## config.mk

```make
export PLATFORM = sky130hd
export DESIGN_NAME = pla_core
export DESIGN_NICKNAME = d
export VERILOG_FILES = /design/src/rtl/pla_pkg.sv /design/src/rtl/pla_store.sv /design/src/rtl/pla_and_plane.sv /design/src/rtl/pla_or_plane.sv /design/src/rtl/pla_core.sv
export SDC_FILE = /design/constraint.sdc
export NUM_CORES = 1
export LEC_CHECK = 0
export BUFFER_PORTS_ARGS = -buffer_cell sky130_fd_sc_hd__buf_2
export CAP_MARGIN = 15
export CORE_ASPECT_RATIO = 1.2
export CORE_MARGIN = 3
export CORE_UTILIZATION = 65
export CTS_CLUSTER_SIZE = 14
export DETAILED_ROUTE_END_ITERATION = 8
export PLACE_DENSITY_LB_ADDON = 0.2
export SETUP_SLACK_MARGIN = 0.15
export SYNTH_ARGS = -nofsm -noshare
export SYNTH_HDL_FRONTEND = slang
export SYNTH_SLANG_ARGS = --single-unit
```

## constraint.sdc

```tcl
create_clock -name clk_i -period 2.71 [get_ports clk_i]
set_clock_uncertainty 0.05 [all_clocks]
set_input_delay 0.271 -clock clk_i [delete_from_list [all_inputs] [get_ports clk_i]]
set_output_delay 0.271 -clock clk_i [all_outputs]
set_load 0.02 [all_outputs]
```

## src/rtl/pla_pkg.sv

```systemverilog
package pla_pkg;
  typedef enum logic [1:0] {
    LIT_OFF  = 2'b00,
    LIT_POS  = 2'b01,
    LIT_NEG  = 2'b10,
    LIT_KILL = 2'b11
  } lit_e;
endpackage

```

## src/rtl/pla_store.sv

```systemverilog
module pla_store #(
  parameter int N_IN   = 4,
  parameter int N_TERM = 8,
  parameter int N_OUT  = 4,
  localparam int LW = 2 * N_IN,
  localparam int TW = (N_TERM > 1) ? $clog2(N_TERM) : 1
) (
  input  logic                    clk_i,
  input  logic                    rst_ni,
  input  logic                    we_i,
  input  logic [TW-1:0]           idx_i,
  input  logic [LW-1:0]           lit_i,
  input  logic [N_OUT-1:0]        mask_i,
  input  logic [TW-1:0]           rd_idx_i,
  output logic [LW-1:0]           rd_lit_o,
  output logic [N_OUT-1:0]        rd_mask_o,
  output logic [N_TERM*LW-1:0]    lit_all_o,
  output logic [N_TERM*N_OUT-1:0] mask_all_o
);
  logic [LW-1:0]    lit_q  [N_TERM];
  logic [N_OUT-1:0] mask_q [N_TERM];

  always_ff @(posedge clk_i or negedge rst_ni) begin
    if (!rst_ni) begin
      for (int t = 0; t < N_TERM; t++) begin
        lit_q[t]  <= '0;
        mask_q[t] <= '0;
      end
    end else if (we_i && (32'(idx_i) < N_TERM)) begin
      lit_q[idx_i]  <= lit_i;
      mask_q[idx_i] <= mask_i;
    end
  end

  always_ff @(posedge clk_i or negedge rst_ni) begin
    if (!rst_ni) begin
      rd_lit_o  <= '0;
      rd_mask_o <= '0;
    end else if (32'(rd_idx_i) < N_TERM) begin
      rd_lit_o  <= lit_q[rd_idx_i];
      rd_mask_o <= mask_q[rd_idx_i];
    end else begin
      rd_lit_o  <= '0;
      rd_mask_o <= '0;
    end
  end

  for (genvar t = 0; t < N_TERM; t++) begin : g_flat
    assign lit_all_o[t*LW +: LW]        = lit_q[t];
    assign mask_all_o[t*N_OUT +: N_OUT] = mask_q[t];
  end
endmodule

```

## src/rtl/pla_and_plane.sv

```systemverilog
module pla_and_plane
  import pla_pkg::*;
#(
  parameter int N_IN   = 4,
  parameter int N_TERM = 8,
  localparam int LW = 2 * N_IN
) (
  input  logic [N_IN-1:0]      in_i,
  input  logic [N_TERM*LW-1:0] lit_all_i,
  output logic [N_TERM-1:0]    term_o
);
  for (genvar t = 0; t < N_TERM; t++) begin : g_term
    logic [N_IN-1:0] ok;
    for (genvar i = 0; i < N_IN; i++) begin : g_lit
      always_comb begin
        case (lit_e'(lit_all_i[t*LW + 2*i +: 2]))
          LIT_OFF: ok[i] = 1'b1;
          LIT_POS: ok[i] = in_i[i];
          LIT_NEG: ok[i] = ~in_i[i];
          default: ok[i] = 1'b0;
        endcase
      end
    end
    assign term_o[t] = &ok;
  end
endmodule

```

## src/rtl/pla_or_plane.sv

```systemverilog
module pla_or_plane #(
  parameter int N_TERM = 8,
  parameter int N_OUT  = 4,
  parameter int GRP    = 4
) (
  input  logic                    pal_mode_i,
  input  logic [N_TERM-1:0]       term_i,
  input  logic [N_TERM*N_OUT-1:0] mask_all_i,
  output logic [N_OUT-1:0]        out_o
);
  for (genvar k = 0; k < N_OUT; k++) begin : g_out
    localparam int BASE = (GRP * k) % N_TERM;
    logic [N_TERM-1:0] conn;
    for (genvar t = 0; t < N_TERM; t++) begin : g_conn
      // distance from the group base, wrapping over the term count
      localparam int  OFS = (t + N_TERM - BASE) % N_TERM;
      localparam bit  OWN = (GRP >= N_TERM) || (OFS < GRP);
      if (OWN) begin : g_own
        assign conn[t] = mask_all_i[t*N_OUT + k];
      end else begin : g_far
        assign conn[t] = mask_all_i[t*N_OUT + k] & ~pal_mode_i;
      end
    end
    assign out_o[k] = |(conn & term_i);
  end
endmodule

```

## src/rtl/pla_core.sv

```systemverilog
module pla_core #(
  parameter int N_IN   = 4,
  parameter int N_TERM = 8,
  parameter int N_OUT  = 4,
  parameter int GRP    = 4,
  localparam int LW = 2 * N_IN,
  localparam int TW = (N_TERM > 1) ? $clog2(N_TERM) : 1
) (
  input  logic             clk_i,
  input  logic             rst_ni,
  input  logic             pal_mode_i,
  input  logic [N_IN-1:0]  in_i,
  output logic [N_OUT-1:0] out_o,
  input  logic             cfg_we_i,
  input  logic [TW-1:0]    cfg_idx_i,
  input  logic [LW-1:0]    cfg_lit_i,
  input  logic [N_OUT-1:0] cfg_mask_i,
  input  logic [TW-1:0]    rd_idx_i,
  output logic [LW-1:0]    rd_lit_o,
  output logic [N_OUT-1:0] rd_mask_o
);
  logic [N_TERM*LW-1:0]    lit_all;
  logic [N_TERM*N_OUT-1:0] mask_all;
  logic [N_TERM-1:0]       term_w;

  pla_store #(.N_IN(N_IN), .N_TERM(N_TERM), .N_OUT(N_OUT)) store_i (
    .clk_i      (clk_i),
    .rst_ni     (rst_ni),
    .we_i       (cfg_we_i),
    .idx_i      (cfg_idx_i),
    .lit_i      (cfg_lit_i),
    .mask_i     (cfg_mask_i),
    .rd_idx_i   (rd_idx_i),
    .rd_lit_o   (rd_lit_o),
    .rd_mask_o  (rd_mask_o),
    .lit_all_o  (lit_all),
    .mask_all_o (mask_all)
  );

  pla_and_plane #(.N_IN(N_IN), .N_TERM(N_TERM)) and_i (
    .in_i      (in_i),
    .lit_all_i (lit_all),
    .term_o    (term_w)
  );

  pla_or_plane #(.N_TERM(N_TERM), .N_OUT(N_OUT), .GRP(GRP)) or_i (
    .pal_mode_i (pal_mode_i),
    .term_i     (term_w),
    .mask_all_i (mask_all),
    .out_o      (out_o)
  );
endmodule

```

======== After elaboration in Yosys (flattened, before gate mapping) ========
Index checks and enable logic that the tools add are counted.
word-level totals
  word-level logic and storage cells ...... 201
  register bits after elaboration ......... 108
  memory bits (writable) .................. 0
  latch bits .............................. 0
  memories kept ........................... 0
  output and inout bits ................... 16
  memory bits (read-only) ................. 0
cells by class
  $mul .................................... 0
  muxes and demuxes ....................... 44
  equal/unequal tests ..................... 64
  magnitude comparators ................... 3
  bitwise operators ....................... 27
  add/sub/neg operators ................... 0
  shift-type cells ........................ 0
  div/mod/pow operators ................... 0
  reduce and logical (&&, ||, !) cells .... 45
operators by type and width
  cell                                                                    count
  1-bit one-hot mux with 3 select lines                                   32
  64-bit bitwise mux                                                      1
  2-bit by 1-bit equality test with 1-bit output (second input constant)  32
  2-bit equality test (second input constant)                             32
  2-bit zero test                                                         32
  8-bit AND                                                               4
  32-bit bitwise mux                                                      1
  4-bit AND reduction                                                     8
  8-bit OR reduction                                                      4
  8-bit binary-select mux with 3-bit select                               1
  8-bit demux with 3-bit select                                           1
  8-bit two-way mux                                                       3
  1-bit AND                                                               16
  4-bit binary-select mux with 3-bit select                               1
  4-bit demux with 3-bit select                                           1
  4-bit two-way mux                                                       3
  4-bit greater-or-equal comparator (second input constant)               2
  3-bit inverter with 4-bit output                                        2
  1-bit inverter                                                          5
  4-bit by 1-bit < comparator with 1-bit output (second input constant)   1
  1-bit logical AND                                                       1

======== Logic depth before layout (Yosys ltp) ========
  depth after elaboration ................. 6
  depth in mapped cells ................... 6
  depth with buffers taken out ............ 5

======== By module ========
A second synthesis with hierarchy kept.
second synthesis, totals
  cells, all modules ...................... 327
  area total of the unflattened synthesis .. 5316.3 um^2
modules (own cells, without submodules)
  module         area each (um^2)  times used  cells each  seq. area each (um^2)
  pla_store      4714.5            1           263         2702.6
  pla_and_plane  435.4             1           44          0.0
  pla_or_plane   166.4             1           20          0.0

======== Worst setup path after synthesis ========
Ideal clock, no wire load.
  kind .................................... input to output
  from .................................... input in_i[0]
  to ...................................... output out_o[0]
  path slack .............................. 1.022 ns
  path buffers ............................ 1
  arrival time ............................ 1.367 ns
  stages on the path ...................... 6
  path through ............................ buf_4 -> mux2i_1 -> and4_4 -> a22o_1 -> a221oi_1 -> nand3_1
between the ends
  word-level cells in the longest chain between the ends .. 5
  elaborated cells between the ends (all ways) .. 19
  classes of those cells .................. mux: 8; bitwise: 2; reduce/logical: 9
ends and longest elaborated chain
  what                                   RTL line             text
  start, declared                        pla_core.sv:12       input logic [N_IN-1:0] in_i,
  1-bit inverter                         pla_and_plane.sv:19  LIT_NEG: ok[i] = ~in_i[i];
  1-bit one-hot mux with 3 select lines  pla_and_plane.sv:16  case (lit_e'(lit_all_i[t*LW + 2*i +: 2]))
  4-bit AND reduction                    pla_and_plane.sv:24  assign term_o[t] = &ok;
  8-bit AND (*)                          pla_or_plane.sv:24   assign out_o[k] = |(conn & term_i);
  8-bit OR reduction (*)                 pla_or_plane.sv:24
  end, declared                          pla_core.sv:13       output logic [N_OUT-1:0] out_o,
Mark *: on every way between the ends. The rest lies on a longest branch, timed or not.

======== Final worst setup path ========
  from .................................... register store_i.lit_q (netlist bit store_i.lit_all_o[45])
  to ...................................... output out_o[2]
between the ends
  word-level cells in the longest chain between the ends .. 5
  elaborated cells between the ends (all ways) .. 7
  classes of those cells .................. eq/ne: 2; mux: 1; bitwise: 1; reduce/logical: 3
ends and longest elaborated chain
  what                                         RTL line             text
  start, declared                              pla_store.sv:20      logic [LW-1:0] lit_q [N_TERM];
  start signal, assigned by index              pla_store.sv:30      lit_q[idx_i] <= lit_i;
  2-bit equality test (tied with other cells)  pla_and_plane.sv:16
  1-bit one-hot mux with 3 select lines (*)    pla_and_plane.sv:16
  4-bit AND reduction (*)                      pla_and_plane.sv:24
  8-bit AND (*)                                pla_or_plane.sv:24
  8-bit OR reduction (*)                       pla_or_plane.sv:24
Marks and branches as above.

==> impl_results.md <==
- Outcome: complete, no violations
- WS Path Type: reg -> out
- EDFF count, synth: 0
- Diode count: 0
- Vias in the first global route: 3519
- Leakage power: 0.00263 µW
- Final-report hold violation count: 0
- Syn Inst Count: 337
- Post-synth top flop: dfrtp_1
- Worst Path Max Fanout: 3
- CP max stage cell: dfrtp_1
- Routed Antenna Nets: 0
- Max VDD drop: 0.421 mV
- Layout cells sized above 1: 0.463
- FFs w/ async S/R, synth: 1.00
- Worst-Skew Late Latency: approximately 370 ps
- CTS clk-pin slew, worst paths: ~100 ps
- CTS root buffer: clkbuf_8
- Maxcap violations: 0
- Post-layout nets: 408
- Crit-path cells: mux2i_1, and4_4, nor2b_1, a22oi_1, nand3_1, buf_2
- Min Tclk post-route: 2260 ps
- Most common cell in the netlist: dfrtp_1
- Worst Hold Path Cells: 2
- Routability-driven placement congestion ratio: approximately 0.84
- Post-CTS Resized: 0
- Die X-Extent: 88.9 µm
- H-tree depth: 3
- Routed met1 length: ~4.8 mm
- Reg2Reg Setup Slack: ~1300 ps
- Synthesized area: 5350 µm²
- Reg-to-reg endpoint: store_i.rd_lit_o[7]$_DFF_PN0_
- Initial core utilization: 0.683
- Initial antenna violation count: 0
- Setup violators final: 0
- CP Capture Type: output pin
- Fin. max-slew vios: 0
- Via density: 6.80
- GRT overflow: 0
- Dominant cells by area after synthesis: dfrtp_1, mux2_2, mux4_1, mux2i_1, a22oi_1
- Fin Setup TNS: 0 ps
- Gr usage total: 0.276
- Fmax: 0.442 GHz
- FF+latch count, synth: 108
- Worst r2r src: store_i.lit_all_o[39]$_DFFE_PN0P_
- Detail Route met2 WL: 6.29 mm
- Die area: 9370 µm²
- Non-Filler Cell Area, Final: 5840 µm²
- Cell row count: 35
- HP Start: cfg_lit_i[2]
- Hold Crit Class: in -> reg
- Layout area overhead: 9.14%
- TritonCTS clock tree: done
- First-pass GRT wire length: 19.0 mm
- Residual DRC: 0
- R2R depth: 2
- Final worst path period share: 0.834
- Critical path data arrival time: 1940 ps
- Max Used Layer: met4
- Syn Area/Cell: 15.9 µm²
- Share of the synthesized area in the top cell type: 0.505
- Buffers on Ports: 41
- 1st-iter DRT viols: 194
- Worst rel slew slack: 0.433
- Area leader, netlist: dfrtp_1
- Met3 WL post-DR: 572 µm
- DRT Pass-1 Iters: 4
- Hold EP: store_i.lit_all_o[18]$_DFFE_PN0P_
- Critical path startpoint category: flip-flop
- Worst-Margin Slew: roughly 850 ps
- Via Count: between 3000 and 4000
- Clock buffer depth: 2
- Post-DR wirelength/cell: around 25 µm
- Post-Syn Nets: ~360
- WL final: 12.0 mm
- Netlist cell types: 23
- Area after DPL: 5650 µm²
- PD cells: 729 nW/µm²
- Register area share after synthesis: 0.505
- Die Height: about 110 µm
- I/O Pins: 42
- Clk sink count: 108
- Commonest cells in the netlist: dfrtp_1, mux2_2, mux2i_1
- Worst path required time: ~2400 ps
- Detail Placement HPWL: 8.30 mm
- Critical path's largest stage delay: 420 ps
- Yosys warnings: 0
- Maximum number of pins on one net before global-route repair: 68
- Num CTS Buffers: 9
- Core area: 7840 µm²
- Unrepaired setup endpoints after global routing: no
==> stage by stage <==
step                      utilization  instances  hold slack (ps)  total power [µW]  setup WS [ps]
after floorplan                     -        337            -74.6              2960           1020
after global placement          0.721        462              367              3310            696
after detailed placement        0.721        462              381              3370            712
after CTS                       0.745        479              170              4280            465
after global routing            0.745        479              187              4460            381
final                           0.745        479              179              4260            449
==> cell type report <==
type / count / area, µm²
repair buffers: 53 / 313
fillers: 499 / 2000
multi-input cells: 210 / 2530
well taps: 92 / 115
clock buffers: 11 / 141
clock inverters: 5 / 41.3
flip-flops and latches: 108 / 2700
==> how the worst max path moves through the flow <==
stage,start,endpoint,cells past startpoint
after floorplan,in_i[0],out_o[0],6
after global placement,in_i[0],out_o[3],7
after detailed placement,in_i[2],out_o[2],7
after CTS,store_i.lit_all_o[41]$_DFFE_PN0P_,out_o[3],6
after global routing,store_i.lit_all_o[23]$_DFFE_PN0P_,out_o[2],6
final,store_i.lit_all_o[45]$_DFFE_PN0P_,out_o[2],6
==> cell usage in the layout, fill, tap and decap left out <==
cell and n:
dfrtp_1 108, mux2_2 106, buf_2 40, mux2i_1 32
mux4_1 24, buf_4 11, clkbuf_8 10, nor2b_1 8
a22oi_1 8, and4_1 6, a22o_1 4, a221oi_1 4
nand3_1 4, nand4b_1 3, and4_4 2, nor3_2 2
nor3b_2 2, mux2_1 2, inv_6 2, nand2_1 1
nand2b_1 1, nand4_1 1, inv_8 1, clkbuf_1 1
clkinvlp_4 1, clkinv_2 1, dlygate4sd3_1 1, buf_12 1
==> cells by family (layout without fill, tap and decap cells) <==
family          Yosys count  in the layout  share of synthesized area
mux                     164            164                      0.405
compound gates           16             16                     0.0243
buf+inv                  19             69                     0.0236
flops                   108            108                      0.505
simple gates             30             30                     0.0425
==> power breakdown <==
part           internal (µW)  total (µW)  switching [µW]
registers               1980        2260             278
clock network            372         924             552
logic                    598        1080             482
==> routing by layer <==
metal / track usage / vias up
met3: 0.0383 / 31
met1: 0.353 / 1709
met4: 0.103 / 0
met2: 0.470 / 103
li1: - / 1413
met5: 0 / -
==> critical path, delay by kind of cell (launching register included) <==
family	cells	cell delay, ps
compound gates	1	120
simple gates	3	600
flops	1	420
buf+inv	1	170
mux	1	260
==> flip-flops by register name (all words and copies together) (netlist names) <==
| name | count |
|---|---|
| store_i.lit_all_o | 64 |
| store_i.mask_all_o | 32 |
| store_i.rd_lit_o | 8 |
| store_i.rd_mask_o | 4 |
==> what timing repair did <==
item	4_1_cts	5_1_grt
endpoints found under the hold margin	66	0
hold buffers	1	0
buffers inserted	0	0
Power figures use the tool's default switching activity.
